--- config.mk ---
export PLATFORM = sky130hd
export DESIGN_NAME = lut2_scan_tile
export DESIGN_NICKNAME = d
export VERILOG_FILES = /design/src/rtl/lut2_tile_pkg.sv /design/src/rtl/lut2_scan_cell.sv /design/src/rtl/lut2_tile_ctrl.sv /design/src/rtl/lut2_tile_dp.sv /design/src/rtl/lut2_scan_tile.sv
export SDC_FILE = /design/constraint.sdc
export NUM_CORES = 1
export LEC_CHECK = 0
export BUFFER_PORTS_ARGS = -buffer_cell sky130_fd_sc_hd__buf_2
export CORE_AREA = 4 4 41 43
export CTS_BUF_LIST = sky130_fd_sc_hd__clkbuf_4 sky130_fd_sc_hd__clkbuf_8 sky130_fd_sc_hd__clkbuf_16
export DETAILED_ROUTE_END_ITERATION = 8
export DIE_AREA = 0 0 45 47
export PLACE_DENSITY_LB_ADDON = 0.15
export REMOVE_ABC_BUFFERS = 1
export SYNTH_ARGS = -nofsm -noshare
export SYNTH_HDL_FRONTEND = slang
export SYNTH_SLANG_ARGS = --single-unit
--- constraint.sdc ---
create_clock -name clk -period 1 [get_ports clk]
set_input_delay 0.1 -clock clk [delete_from_list [all_inputs] [get_ports clk]]
set_output_delay 0.1 -clock clk [all_outputs]
set_load 0.005 [all_outputs]
--- src/rtl/lut2_tile_pkg.sv ---
package lut2_tile_pkg;

  // Strobes from the control decode to the datapath.
  typedef struct packed {
    logic shiftEn;   // every chain stage takes its neighbour
    logic capture;   // output stage loads the selected table bit
    logic clearOut;  // output stages forced to zero
  } tileStrobes_t;

endpackage

--- src/rtl/lut2_scan_cell.sv ---
module lut2_scan_cell (
  input  logic clk,
  input  logic shiftEn,
  input  logic clear,
  input  logic loadEn,
  input  logic scanD,
  input  logic funcD,
  output logic q
);

  logic qReg;

  // Clear wins over shift, shift wins over functional load, otherwise hold.
  always_ff @(posedge clk) begin
    if (clear)        qReg <= 1'b0;
    else if (shiftEn) qReg <= scanD;
    else if (loadEn)  qReg <= funcD;
    else              qReg <= qReg;
  end

  assign q = qReg;

endmodule

--- src/rtl/lut2_tile_ctrl.sv ---
module lut2_tile_ctrl
  import lut2_tile_pkg::*;
(
  input  logic         rst,
  input  logic         scanEn,
  output tileStrobes_t strobes
);

  always_comb begin
    strobes          = '0;
    strobes.shiftEn  = scanEn;
    strobes.capture  = ~scanEn;
    strobes.clearOut = rst;
  end

endmodule

--- src/rtl/lut2_tile_dp.sv ---
module lut2_tile_dp
  import lut2_tile_pkg::*;
#(
  parameter int SEL_W = 2
) (
  input  logic             clk,
  input  tileStrobes_t     strobes,
  input  logic             scanIn,
  input  logic [SEL_W-1:0] selIn,
  output logic             lutOut,
  output logic             lutOutPrev,
  output logic             scanOut
);

  localparam int NUM_CFG = 1 << SEL_W;

  logic [NUM_CFG-1:0] cfgReg;
  logic [NUM_CFG:0]   cfgChain;   // cfgChain[i] feeds cell i
  logic               pickBit;
  logic               yCur;
  logic               yOld;

  assign cfgChain[0] = scanIn;

  // Configuration cells: never cleared, never loaded, only shift or hold.
  for (genvar i = 0; i < NUM_CFG; i++) begin : g_cfg
    lut2_scan_cell cell_i (
      .clk     (clk),
      .shiftEn (strobes.shiftEn),
      .clear   (1'b0),
      .loadEn  (1'b0),
      .scanD   (cfgChain[i]),
      .funcD   (1'b0),
      .q       (cfgReg[i])
    );
    assign cfgChain[i+1] = cfgReg[i];
  end

  assign pickBit = cfgReg[selIn];

  lut2_scan_cell outCell_i (
    .clk     (clk),
    .shiftEn (strobes.shiftEn),
    .clear   (strobes.clearOut),
    .loadEn  (strobes.capture),
    .scanD   (cfgChain[NUM_CFG]),
    .funcD   (pickBit),
    .q       (yCur)
  );

  lut2_scan_cell prevCell_i (
    .clk     (clk),
    .shiftEn (strobes.shiftEn),
    .clear   (strobes.clearOut),
    .loadEn  (strobes.capture),
    .scanD   (yCur),
    .funcD   (yCur),
    .q       (yOld)
  );

  assign lutOut     = yCur;
  assign lutOutPrev = yOld;
  assign scanOut    = yOld;

endmodule

--- src/rtl/lut2_scan_tile.sv ---
module lut2_scan_tile
  import lut2_tile_pkg::*;
#(
  parameter int SEL_W = 2
) (
  input  logic             clk,
  input  logic             rst,
  input  logic             scanEn,
  input  logic             scanIn,
  input  logic [SEL_W-1:0] selIn,
  output logic             lutOut,
  output logic             lutOutPrev,
  output logic             scanOut
);

  tileStrobes_t strobes;

  lut2_tile_ctrl ctrl_i (
    .rst     (rst),
    .scanEn  (scanEn),
    .strobes (strobes)
  );

  lut2_tile_dp #(.SEL_W(SEL_W)) dp_i (
    .clk        (clk),
    .strobes    (strobes),
    .scanIn     (scanIn),
    .selIn      (selIn),
    .lutOut     (lutOut),
    .lutOutPrev (lutOutPrev),
    .scanOut    (scanOut)
  );

endmodule

==> run metrics <==
Clock Sinks=6; register area=~160 sq um; fin util=between 20 and 25%; Setup CP Type=reg2reg; pwr dens=around 1900 mW/mm^2; CTS tree=built; Final Setup Violations=0; Die H=47 microns; min Tclk post-route=between 0.9 and 1 ns; CP Capture Type=register; Buf/Inv on CP=0; f_max=1058 MHz; CTS buffer count=3; global-route wire length before repair=662 microns; max incr delay on CP=about 0.38 ns; CTS Buffer Depth=2; Leakage=~0.13 nW; setup TNS=0 ns; Area growth syn-to-layout=50.29%; crit path launch type=register; Clock Root Buffer=clkbuf_4; Syn Area/Cell=approximately 15 sq um; Total Wirelength=around 430 microns; synthesized cell area=214.0 sq um; area occupied by multi-input gates=roughly 58 sq um; Final Hold Fails=0; Initial Utilization=16.44%; largest net degree at the start of global routing=8; Tcrit/Tclk final=94.50%; Pins Over Slew Limit=0; CTS clk-pin slew, worst paths=0.05 ns; Worst EP required=1.12 ns; clk_lat worst skew=about 0.24 ns; sequential area share after synthesis=between 70% and 80%; synthesis-stage register bit count=6; die area=0.002115 sq mm; maxcap violations=0; CP max-delay cell=edfxtp_1; Slew headroom=just over 80%; filler cell count in the final layout=between 150 and 200; Overall Power=0.6069 mW; via-per-instance ratio=approximately 3.7; CORE AREA=approximately 0.0013 sq mm; Synth Instances=14; initial antenna violation count=0; # IOs=9; H-tree depth=1; # DRC=0; nets@finish=34; CP Max Fanout=2; vias in the first global route=between 150 and 200; Setup Skew=0.001663 ns; share of cells above drive strength 1=59.26%; total number of vias=roughly 150; Worst VDD drop=0.0009142 V; Initial DRC Count=2; HP Class=in2reg; Initial DRT Pass Iterations=2; Antenna Cells=0; status=finished, final reports clean; Yosys warning count=0; Die Span X=roughly 45 microns; CP Data Arrival Time=about 1.1 ns; worst-margin pin slew=~0.27 ns; gr ovfl total=0; standard-cell row count=13; distinct cell type count after synthesis=9; post-DR wirelength/cell=roughly 10 microns; crit-path leading delay family=flip-flops; port bufs=8; Cell Chain, Critical Path=nor2b_1, a2111oi_2, nor4_1; DRT antenna net count=0; worst hold slack=about 0.021 ns; gr usage total=between 4 and 5%; gpl congestion=around 0.65
## final cells by class
cell class              instances  area share [%]
well taps                      15           5.837
flip-flops and latches          6           49.81
multi-input cells               7           17.90
repair buffers                 10           17.12
clock buffers                   4           9.339
## cells by family (layout without fill, tap and decap cells)
family	after synthesis	after routing	share of synthesized area (%)
flops	6	6	74.86
simple gates	5	5	14.62
compound gates	2	2	7.015
buf+inv	1	14	3.510
## sequential cells by signal (all words and copies together) (netlist names)
signal / count
dp_i.g_cfg.cell_i.q: 4
dp_i.outCell_i.q: 1
dp_i.prevCell_i.q: 1
## metal layers
| metal | routed length (microns) | up-vias | track usage, % | share of wire (%) |
|---|---|---|---|---|
| met2 | 218 | 8 | 5.650 | 51 |
| met1 | 148 | 68 | 5.556 | 35 |
| met5 | 0 | - | 0 | 0 |
| li1 | - | 78 | - | - |
| met3 | 58 | 0 | 6.897 | 14 |
| met4 | 0 | 0 | 0 | 0 |
## through the flow
stage | area (sq um) | instances | setup slack [ns]
2_1_floorplan | 206.4 | 13 | 0.01745
3_3_place_gp | 272.8 | 37 | -0.05550
3_5_place_dp | 272.8 | 37 | -0.04418
4_1_cts | 307.8 | 41 | 0.05813
5_1_grt | 321.6 | 42 | -0.02424
6_report | 321.6 | 42 | 0.05504
## cell usage after synthesis
cell type	n	area share [%]
edfxtp_1	4	56
dfxtp_1	2	19
nor2b_1	2	5.8
a2111oi_1	1	4.7
a21oi_1	1	2.3
buf_4	1	3.5
nor2_1	1	1.8
nor4_1	1	2.9
nor4b_1	1	4.1
## layout by cell type (no fill, tap or decap)
| cell | instances |
|---|---|
| buf_4 | 2 |
| buf_2 | 8 |
| nor4_1 | 1 |
| dfxtp_1 | 2 |
| a21oi_1 | 1 |
| clkbuf_4 | 4 |
| nor2_1 | 1 |
| a2111oi_2 | 1 |
| nor4b_2 | 1 |
| edfxtp_1 | 4 |
| nor2b_1 | 2 |
## path summary, 6_finish.rpt
path,from,end,slack (ns),cells past startpoint
worst min-delay path,rst,dp_i.prevCell_i.q,0.02,2
worst max register to register,dp_i.g_cfg[0].cell_i.q,dp_i.outCell_i.q,0.06,3
worst max-delay path,dp_i.g_cfg[0].cell_i.q,dp_i.outCell_i.q,0.06,3
worst min register to register,dp_i.outCell_i.q,dp_i.prevCell_i.q,0.46,1
## power breakdown
group	switching, mW	internal (mW)	total (mW)
clock network	0.0869	0.178	0.265
registers	0.00800	0.284	0.292
logic	0.0215	0.0280	0.0495
total	0.116	0.491	0.607
## repair_timing
item / in CTS / in global routing
resized for setup: 1 / 1
hold buffers: 0 / 0
endpoints found under the setup margin: 1 / 1
buffers inserted: 0 / 1
pin swaps: 1 / 0
Power figures use the tool's default switching activity.
